===== src/rtl/gpr_pkg.sv =====
package gpr_pkg;

  localparam int DEF_NUM_REGS  = 32;
  localparam int DEF_DATA_W    = 8;
  localparam int DEF_DS_ADDR_W = 16;

  // Which source updates one register this cycle, lowest priority first
  typedef enum logic [1:0] {
    WS_NONE = 2'd0,
    WS_DS   = 2'd1,
    WS_PAIR = 2'd2,
    WS_BYTE = 2'd3
  } wsrc_e;

endpackage


===== src/rtl/gpr_write_ctrl.sv =====
module gpr_write_ctrl
  import gpr_pkg::*;
#(
  parameter int NUM_REGS = DEF_NUM_REGS,
  parameter int DATA_W   = DEF_DATA_W,
  localparam int RIDX_W  = $clog2(NUM_REGS),
  localparam int PIDX_W  = RIDX_W - 1,
  localparam int PAIR_W  = 2 * DATA_W
) (
  input  logic                       byte_en,
  input  logic [RIDX_W-1:0]          byte_sel,
  input  logic [DATA_W-1:0]          byte_data,
  input  logic                       pair_en,
  input  logic [PIDX_W-1:0]          pair_sel,
  input  logic [PAIR_W-1:0]          pair_data,
  input  logic                       ds_en,
  input  logic [RIDX_W-1:0]          ds_sel,
  input  logic [DATA_W-1:0]          ds_data,
  output logic [NUM_REGS-1:0]        we,
  output logic [NUM_REGS*DATA_W-1:0] wd_flat
);

  for (genvar i = 0; i < NUM_REGS; i++) begin : g_ent
    localparam logic [RIDX_W-1:0] IDX  = RIDX_W'(i);
    localparam int                LANE = i % 2;
    wsrc_e src;

    // Later assignments override earlier ones: byte > pair > data space
    always_comb begin
      src = WS_NONE;
      if (ds_en && ds_sel == IDX)                     src = WS_DS;
      if (pair_en && pair_sel == IDX[RIDX_W-1:1])     src = WS_PAIR;
      if (byte_en && byte_sel == IDX)                 src = WS_BYTE;
    end

    assign we[i] = (src != WS_NONE);

    always_comb begin
      case (src)
        WS_BYTE: wd_flat[i*DATA_W +: DATA_W] = byte_data;
        WS_PAIR: wd_flat[i*DATA_W +: DATA_W] = pair_data[LANE*DATA_W +: DATA_W];
        default: wd_flat[i*DATA_W +: DATA_W] = ds_data;
      endcase
    end
  end

endmodule


===== src/rtl/gpr_storage.sv =====
module gpr_storage
  import gpr_pkg::*;
#(
  parameter int NUM_REGS = DEF_NUM_REGS,
  parameter int DATA_W   = DEF_DATA_W
) (
  input  logic                       clk,
  input  logic                       rst,
  input  logic [NUM_REGS-1:0]        we,
  input  logic [NUM_REGS*DATA_W-1:0] wd_flat,
  output logic [NUM_REGS*DATA_W-1:0] q_flat
);

  for (genvar i = 0; i < NUM_REGS; i++) begin : g_reg
    always_ff @(posedge clk) begin
      if (rst)        q_flat[i*DATA_W +: DATA_W] <= '0;
      else if (we[i]) q_flat[i*DATA_W +: DATA_W] <= wd_flat[i*DATA_W +: DATA_W];
    end
  end

  // the first sampled cycle out of reset sees an all-zero file
  assert_reset_clear_R1: assert property (@(posedge clk) disable iff (rst)
    $fell(rst) |-> q_flat == '0);

endmodule


===== src/rtl/gpr_read_mux.sv =====
module gpr_read_mux #(
  parameter int ENTRIES = 32,
  parameter int WIDTH   = 8,
  localparam int SEL_W  = $clog2(ENTRIES)
) (
  input  logic [ENTRIES*WIDTH-1:0] flat,
  input  logic [SEL_W-1:0]         sel,
  output logic [WIDTH-1:0]         data
);

  logic [WIDTH-1:0] ent [ENTRIES];

  for (genvar g = 0; g < ENTRIES; g++) begin : g_view
    assign ent[g] = flat[g*WIDTH +: WIDTH];
  end

  assign data = ent[sel];

endmodule


===== src/rtl/gpr_file.sv =====
module gpr_file
  import gpr_pkg::*;
#(
  parameter int NUM_REGS  = DEF_NUM_REGS,
  parameter int DATA_W    = DEF_DATA_W,
  parameter int DS_ADDR_W = DEF_DS_ADDR_W,
  parameter int X_LO      = 26,
  parameter int Y_LO      = 28,
  parameter int Z_LO      = 30,
  localparam int RIDX_W    = $clog2(NUM_REGS),
  localparam int PIDX_W    = RIDX_W - 1,
  localparam int NUM_PAIRS = NUM_REGS / 2,
  localparam int PAIR_W    = 2 * DATA_W
) (
  input  logic                 clk,
  input  logic                 rst,
  input  logic [RIDX_W-1:0]    rd_a_sel,
  output logic [DATA_W-1:0]    rd_a_data,
  input  logic [RIDX_W-1:0]    rd_b_sel,
  output logic [DATA_W-1:0]    rd_b_data,
  input  logic                 wr_en,
  input  logic [RIDX_W-1:0]    wr_sel,
  input  logic [DATA_W-1:0]    wr_data,
  input  logic [PIDX_W-1:0]    pr_rd_sel,
  output logic [PAIR_W-1:0]    pr_rd_data,
  input  logic                 pr_wr_en,
  input  logic [PIDX_W-1:0]    pr_wr_sel,
  input  logic [PAIR_W-1:0]    pr_wr_data,
  output logic [PAIR_W-1:0]    ptr_x,
  output logic [PAIR_W-1:0]    ptr_y,
  output logic [PAIR_W-1:0]    ptr_z,
  input  logic [DS_ADDR_W-1:0] ds_addr,
  input  logic                 ds_wr_en,
  input  logic [DATA_W-1:0]    ds_wdata,
  output logic [DATA_W-1:0]    ds_rdata,
  output logic                 ds_hit
);

  logic [NUM_REGS*DATA_W-1:0] q_flat;
  logic [NUM_REGS*DATA_W-1:0] wd_flat;
  logic [NUM_REGS-1:0]        we;
  logic [RIDX_W-1:0]          ds_idx;
  logic [DATA_W-1:0]          ds_mux_data;

  // Register window: all address bits above the index field are zero
  assign ds_hit = (ds_addr[DS_ADDR_W-1:RIDX_W] == '0);
  assign ds_idx = ds_addr[RIDX_W-1:0];

  gpr_write_ctrl #(.NUM_REGS(NUM_REGS), .DATA_W(DATA_W)) u_wctl (
    .byte_en  (wr_en),
    .byte_sel (wr_sel),
    .byte_data(wr_data),
    .pair_en  (pr_wr_en),
    .pair_sel (pr_wr_sel),
    .pair_data(pr_wr_data),
    .ds_en    (ds_wr_en && ds_hit),
    .ds_sel   (ds_idx),
    .ds_data  (ds_wdata),
    .we       (we),
    .wd_flat  (wd_flat)
  );

  gpr_storage #(.NUM_REGS(NUM_REGS), .DATA_W(DATA_W)) u_store (
    .clk    (clk),
    .rst    (rst),
    .we     (we),
    .wd_flat(wd_flat),
    .q_flat (q_flat)
  );

  gpr_read_mux #(.ENTRIES(NUM_REGS), .WIDTH(DATA_W)) u_rd_a (
    .flat(q_flat), .sel(rd_a_sel), .data(rd_a_data));

  gpr_read_mux #(.ENTRIES(NUM_REGS), .WIDTH(DATA_W)) u_rd_b (
    .flat(q_flat), .sel(rd_b_sel), .data(rd_b_data));

  gpr_read_mux #(.ENTRIES(NUM_REGS), .WIDTH(DATA_W)) u_rd_ds (
    .flat(q_flat), .sel(ds_idx), .data(ds_mux_data));

  // Pairs are the same flat storage viewed as half as many double-width entries
  gpr_read_mux #(.ENTRIES(NUM_PAIRS), .WIDTH(PAIR_W)) u_rd_pair (
    .flat(q_flat), .sel(pr_rd_sel), .data(pr_rd_data));

  assign ds_rdata = ds_hit ? ds_mux_data : '0;

  assign ptr_x = q_flat[X_LO*DATA_W +: PAIR_W];
  assign ptr_y = q_flat[Y_LO*DATA_W +: PAIR_W];
  assign ptr_z = q_flat[Z_LO*DATA_W +: PAIR_W];

  // ---------------- assertions ----------------
  function automatic logic [DATA_W-1:0] byte_at(input logic [NUM_REGS*DATA_W-1:0] f,
                                                input logic [RIDX_W-1:0] k);
    return f[k*DATA_W +: DATA_W];
  endfunction

  function automatic logic [PAIR_W-1:0] pair_at(input logic [NUM_REGS*DATA_W-1:0] f,
                                                input logic [PIDX_W-1:0] k);
    return f[k*PAIR_W +: PAIR_W];
  endfunction

  assert_byte_write_R3: assert property (@(posedge clk) disable iff (rst)
    wr_en |=> byte_at(q_flat, $past(wr_sel)) == $past(wr_data));

  assert_pair_write_R5: assert property (@(posedge clk) disable iff (rst)
    pr_wr_en && !(wr_en && wr_sel[RIDX_W-1:1] == pr_wr_sel)
    |=> pair_at(q_flat, $past(pr_wr_sel)) == $past(pr_wr_data));

  assert_ptr_x_R6: assert property (@(posedge clk) disable iff (rst)
    pr_rd_sel == PIDX_W'(X_LO / 2) |-> pr_rd_data == ptr_x);
  assert_ptr_y_R6: assert property (@(posedge clk) disable iff (rst)
    pr_rd_sel == PIDX_W'(Y_LO / 2) |-> pr_rd_data == ptr_y);
  assert_ptr_z_R6: assert property (@(posedge clk) disable iff (rst)
    pr_rd_sel == PIDX_W'(Z_LO / 2) |-> pr_rd_data == ptr_z);

  assert_ds_write_R8: assert property (@(posedge clk) disable iff (rst)
    ds_wr_en && ds_hit && !(wr_en && wr_sel == ds_idx)
    && !(pr_wr_en && pr_wr_sel == ds_idx[RIDX_W-1:1])
    |=> byte_at(q_flat, $past(ds_idx)) == $past(ds_wdata));

  assert_ds_miss_read_R9: assert property (@(posedge clk) disable iff (rst)
    ds_addr >= DS_ADDR_W'(NUM_REGS) |-> !ds_hit && ds_rdata == '0);

  assert_ds_miss_write_R9: assert property (@(posedge clk) disable iff (rst)
    ds_wr_en && !ds_hit && !wr_en && !pr_wr_en |=> $stable(q_flat));

  assert_core_beats_ds_R10: assert property (@(posedge clk) disable iff (rst)
    wr_en && ds_wr_en && ds_hit && ds_idx == wr_sel
    |=> byte_at(q_flat, $past(ds_idx)) == $past(wr_data));

  assert_byte_beats_pair_R11: assert property (@(posedge clk) disable iff (rst)
    wr_en && pr_wr_en && wr_sel[RIDX_W-1:1] == pr_wr_sel
    |=> byte_at(q_flat, $past(wr_sel ^ RIDX_W'(1))) ==
        ($past(wr_sel[0]) ? $past(pr_wr_data[DATA_W-1:0])
                          : $past(pr_wr_data[PAIR_W-1:DATA_W])));

endmodule


===== config.mk =====
export PLATFORM = sky130hd
export DESIGN_NAME = gpr_file
export DESIGN_NICKNAME = d
export VERILOG_FILES = /design/src/rtl/gpr_pkg.sv /design/src/rtl/gpr_write_ctrl.sv /design/src/rtl/gpr_storage.sv /design/src/rtl/gpr_read_mux.sv /design/src/rtl/gpr_file.sv
export SDC_FILE = /design/constraint.sdc
export NUM_CORES = 1
export LEC_CHECK = 0
export BUFFER_PORTS_ARGS = -buffer_cell sky130_fd_sc_hd__buf_2
export CAP_MARGIN = 0
export CELL_PAD_IN_SITES_DETAIL_PLACEMENT = 0
export CELL_PAD_IN_SITES_GLOBAL_PLACEMENT = 1
export CORE_MARGIN = 5
export CORE_UTILIZATION = 25
export CTS_CLUSTER_SIZE = 24
export DETAILED_ROUTE_END_ITERATION = 16
export GPL_ROUTABILITY_DRIVEN = 0
export PLACE_DENSITY = 0.49
export SLEW_MARGIN = 20
export SYNTH_ARGS = -nofsm -noshare
export SYNTH_HDL_FRONTEND = slang
export SYNTH_SLANG_ARGS = --single-unit

===== constraint.sdc =====
create_clock -name clk -period 2.8 [get_ports clk]
set_clock_uncertainty 0.15 [all_clocks]
set_input_delay 0.28 -clock clk [delete_from_list [all_inputs] [get_ports clk]]
set_output_delay 0.28 -clock clk [all_outputs]
set_load 0.01 [all_outputs]

# Yosys cells after proc, flatten, opt, wreduce, memory -nomap -nowiden
# Cells that the tools add are included.
dict set report classes {
  order_cmp 4
  eq_ne 141
  mux 141
  n_bitwise 4
  n_reduce_logical 117
}
# cell count
set ops {}
lappend ops {{$pmux W8 S2} 32}
lappend ops {{$eq A5 B5 Y1 const B} 32}
lappend ops {{$eq A2 B2 Y1 const B} 64}
lappend ops {{$mux W2} 64}
lappend ops {{$bmux W8 S5} 3}
lappend ops {{$logic_and A1 B1 Y1} 81}
lappend ops {{$eq A5 B4 Y1 const B} 16}
lappend ops {{$bmux W16 S4} 1}
lappend ops {{$reduce_bool A2 Y1} 32}
lappend ops {{$mux W8} 7}
lappend ops {{$eq A5 B3 Y1 const B} 8}
lappend ops {{$eq A4 B4 Y1 const B} 8}
lappend ops {{$mux W1} 32}
lappend ops {{$mux W16} 2}
lappend ops {{$eq A5 B2 Y1 const B} 4}
lappend ops {{$ge A6 B6 Y1 const B} 3}
lappend ops {{$not A5 Y6} 3}
lappend ops {{$eq A4 B3 Y1 const B} 4}
lappend ops {{$logic_not A11 Y1} 1}
lappend ops {{$eq A5 B1 Y1 const B} 2}
lappend ops {{$logic_not A5 Y1} 2}
lappend ops {{$eq A4 B2 Y1 const B} 2}
lappend ops {{$ge A5 B5 Y1 const B} 1}
lappend ops {{$not A4 Y5} 1}
lappend ops {{2 further kinds} 2}
dict set report totals {
  reg_bits 256
  inputBits 76
  elab_cells 439
}

# Depth between registers and ports, before layout
dict set report depth {
  word_depth 8
  mapped_depth 9
  mapped_depth_nobuf 5
}

# Hierarchy
# Synthesis repeated with hierarchy kept, for this count alone.
dict set report unflattened {
  hier_cells 2610
  area_unflattened_um2 23795.3
}
# mod n_inst cells_each area_per_inst_um2
set by_module_without_submodules {}
lappend by_module_without_submodules {gpr_storage 1 828 9047.4}
lappend by_module_without_submodules {gpr_write_ctrl 1 1299 6578.8}
lappend by_module_without_submodules {{gpr_read_mux (u_rd_a ...)} 3 107 1994.4}
lappend by_module_without_submodules {{gpr_read_mux (u_rd_pair)} 1 137 1933.1}
lappend by_module_without_submodules {gpr_file 1 25 252.7}

# Worst setup path after synthesis
# Ideal clock, no wire load.
dict set report synth_path {
  path_type {in2out}
  start {input pr_rd_sel[0]}
  end {output pr_rd_data[9]}
  arrival_time_ps 2181
  required_ps 2370
  setup_slack_ps 189
  path_stages 5
  n_path_buf 3
  cell_sequence {buf_2 -> buf_1 -> clkbuf_1 -> mux4_2 -> mux4_2}
}
dict set report synth_between {
  elab_chain_len 4
}
# item line_no
set synth_lines {}
lappend synth_lines {{start: declaration} gpr_file.sv:24} ;# input logic [PIDX_W-1:0] pr_rd_sel,
lappend synth_lines {{$not A4 Y5 (implied by the code)} gpr_read_mux.sv:17} ;# assign data = ent[sel];
lappend synth_lines {{$bmux W16 S4} gpr_read_mux.sv:17}
lappend synth_lines {{$mux W16 (implied by the code) (2 in a row)} gpr_read_mux.sv:17}
lappend synth_lines {{end: declaration} gpr_file.sv:25} ;# output logic [PAIR_W-1:0] pr_rd_data,
# No other way between the ends. The select of a mux whose other input is x is not followed.

# Worst setup path after layout
dict set report layout_path {
  start {register u_store.q_flat[32]}
  end {output rd_a_data[0]}
}
dict set report layout_between {
  elab_chain_len 3
}
# item line_no
set layout_lines {}
lappend layout_lines {{start: declaration} gpr_storage.sv:11} ;# output logic [NUM_REGS*DATA_W-1:0] q_flat
lappend layout_lines {{start signal: indexed assignment} gpr_storage.sv:17} ;# else if (we[i]) q_flat[i*DATA_W +: DATA_W] <= wd_flat[i*DATA_W +: DATA_W];
lappend layout_lines {{$bmux W8 S5} gpr_read_mux.sv:17}
lappend layout_lines {{$mux W8 (implied by the code) (2 in a row)} gpr_read_mux.sv:17}
lappend layout_lines {{end: declaration} gpr_file.sv:18} ;# output logic [DATA_W-1:0] rd_a_data,
# No other way between the ends. The select of a mux whose other input is x is not followed.

==> run metrics <==
post-route cell area=28020 sq um; Die Y=314.1 um; Hold Buf Count CTS=0; Synth Flop Type=dfxtp_1; failing checks=negative setup slack; worst slack, placed=-0.09404 ns; yosys synthesis warning count=0; nets=2805; vias in the first global route=23.82k; Post-Syn Area=23120 sq um; Final setup violation count=5; most frequent cells in the layout=nand2_1 (315), buf_4 (285), mux4_2 (272), nor2_1 (200), a21oi_1 (181); WP data arrival=2.39 ns; final hold viol count=0; Peak VDD IR=324.5 uV; routed vias/inst=6.416; area grow syn2layout=21.18%; largest net degree at the start of global routing=97; global-route wire length before repair=205000 um; CTS sink count=256; max reg flops=256; Routed wire per std cell=37.91 um; detailed-route via count=25.68k; Top Ports=165; Die W=314.1 um; Routed Antenna Nets=0; worst setup margin=-0.02157 ns; Initial Util=25.19%; fill cell count=9627; Top reg by flops=u_store.q_flat; worst skew pair latency=0.55 ns; Fmax=0.3544 GHz; initial antenna violation count=20; async set-or-reset flop fraction in the synthesized netlist=0%; Routed WL=151700 um; unrepaired setup endpoints after global routing=yes; critical path class=reg -> out; Core Area=91800 sq um; placed instance area=26580 sq um; TritonCTS buffer count=35; drt drc=0; row count=111; synth unique cells=75; DRT Pass-1 Iters=6; Slew Limit Fails=0; GRT Overall Usage=29.55%; Crit. End Element=primary output; multi-input logic area=16570 sq um; critical path required time=2.37 ns; CTS clock-pin slew for the worst setup and hold paths=0.06 ns; Cells after Synth=2564; final worst-path cycle share=100.8%; commonest non-fill, non-tap cell in the layout=nand2_1; htree depth=2; synthesized flop and latch total=256; Post-DP HPWL=114600 um; PortBufs=164; Tmin final=2.822 ns; Rel. slew slack=19.28%; die area=98670 sq um; total gr overflow=0; status=complete, but fails checks; CTS tree=done; worst-margin pin slew=1.211 ns; initial drt markers=3862; Lkg Pwr=0.009869 uW; CP Max Fanout=6; Synth Area per Inst=9.018 sq um; sequential-to-total area share from yosys stat=22.16%; FF+latch area=5269 sq um; biggest regs=u_store.q_flat (256); Post-synth EDFFs=0; Worst Hold Class=in -> reg; layout cells sized above 1=35.33%; synthesized net count=2640; Clock Path Buffers=3; Power Dens Cells=395.4 nW/um^2; nature of the critical path startpoint=register; clk root buf=clkbuf_16; Max-Cap Viols=0
through the flow:
stage               hold WS [ns]  setup TNS [ns]  std cells  power (uW)  utilization (%)
finish                    0.1212        -0.03513       4002       11080            30.52
floorplan                 0.3081               0       2564        5165                -
CTS                      0.09328        -0.02569       3994       11020            30.38
detailed placement        0.3525         -0.1377       3934        6423            28.95
global placement          0.3474         -0.2863       3934        6410            28.95
global route              0.1224        -0.06773       3994       11300            30.50
layer usage:
metal / vias up / wire (um) / global-route usage [%]
met5: - / 31 / 0
met4: 6 / 7522 / 12.26
met3: 314 / 19860 / 9.065
met2: 2066 / 62880 / 42.38
met1: 12940 / 61440 / 41.24
li1: 10350 / - / -
final timing paths:
kind | from | endpoint | slack [ns] | cells past startpoint
worst max register to register | u_store.q_flat[83] | u_store.q_flat[83] | 1.43 | 3
worst min-delay path | wr_data[0] | u_store.q_flat[168] | 0.12 | 3
worst min register to register | u_store.q_flat[199] | u_store.q_flat[199] | 0.35 | 2
worst max-delay path | u_store.q_flat[32] | rd_a_data[0] | -0.02 | 4
cell usage after synthesis (all sizes together), types with 6 or more instances:
library cell / number / area (sq um)
nor2b: 10 / 62.56
nand3: 75 / 375.4
a211o: 29 / 254.0
nand4: 6 / 37.54
clkbuf: 195 / 732.0
and3: 8 / 50.05
nor3: 37 / 190.2
o211ai: 29 / 227.7
mux2: 8 / 90.09
nand2b: 9 / 56.30
o21ai: 133 / 665.6
a31oi: 57 / 356.6
or3: 36 / 225.2
mux2i: 90 / 900.9
a311o: 31 / 310.3
clkinv: 6 / 22.52
a22o: 76 / 665.6
a21oi: 185 / 940.9
a31o: 27 / 236.5
a2111oi: 13 / 121.4
mux4: 272 / 6126
a21boi: 26 / 195.2
dfxtp: 256 / 5125
nor3b: 19 / 142.6
o311ai: 9 / 93.84
nor2: 207 / 794.5
and2: 9 / 56.30
a32o: 42 / 420.4
buf: 142 / 813.3
or2: 11 / 68.82
a211oi: 42 / 315.3
o41ai: 7 / 61.31
o21a: 17 / 127.6
a22oi: 25 / 187.7
nor4: 18 / 193.9
inv: 6 / 22.52
o22ai: 28 / 175.2
nand2: 315 / 1182
layout make-up:
class	instances	area share (%)
Clock buffer	48	3.590
Timing Repair Buffer	465	12.21
Tap cell	1243	5.550
Antenna cell	8	0.07144
Multi-Input combinational cell	1959	59.15
Sequential cell	256	18.80
Clock inverter	11	0.4644
Inverter	12	0.1608
critical path, cell delays in order (launching register included):
cell and delay [ns]:
dfxtp_1 0.42, mux4_2 0.49, mux4_2 0.52, o21a_1 0.24, buf_2 0.16
report_power, final:
part / switching [uW] / internal [uW] / leakage, uW / total [uW]
clock network: 1920 / 2700 / 0.000558 / 4620
logic: 1660 / 894 / 0.00720 / 2550
registers: 195 / 3710 / 0.00211 / 3910
total: 3770 / 7310 / 0.00987 / 11100
kinds of logic (layout without fill, tap and decap cells):
family          Yosys count  in the layout  share of synthesized area (%)
mux                     370            370                          30.78
compound gates          797            797                          24.02
buf+inv                 349            536                          6.878
flops                   256            256                          22.16
simple gates            792            792                          16.16
other cells               0              8                              0
timing repair:
item,in CTS,in global routing
resized for setup,86,46
setup endpoints to repair,26,24
setup buffers,1,1
pin swaps,5,5
Power figures use the tool's default switching activity.
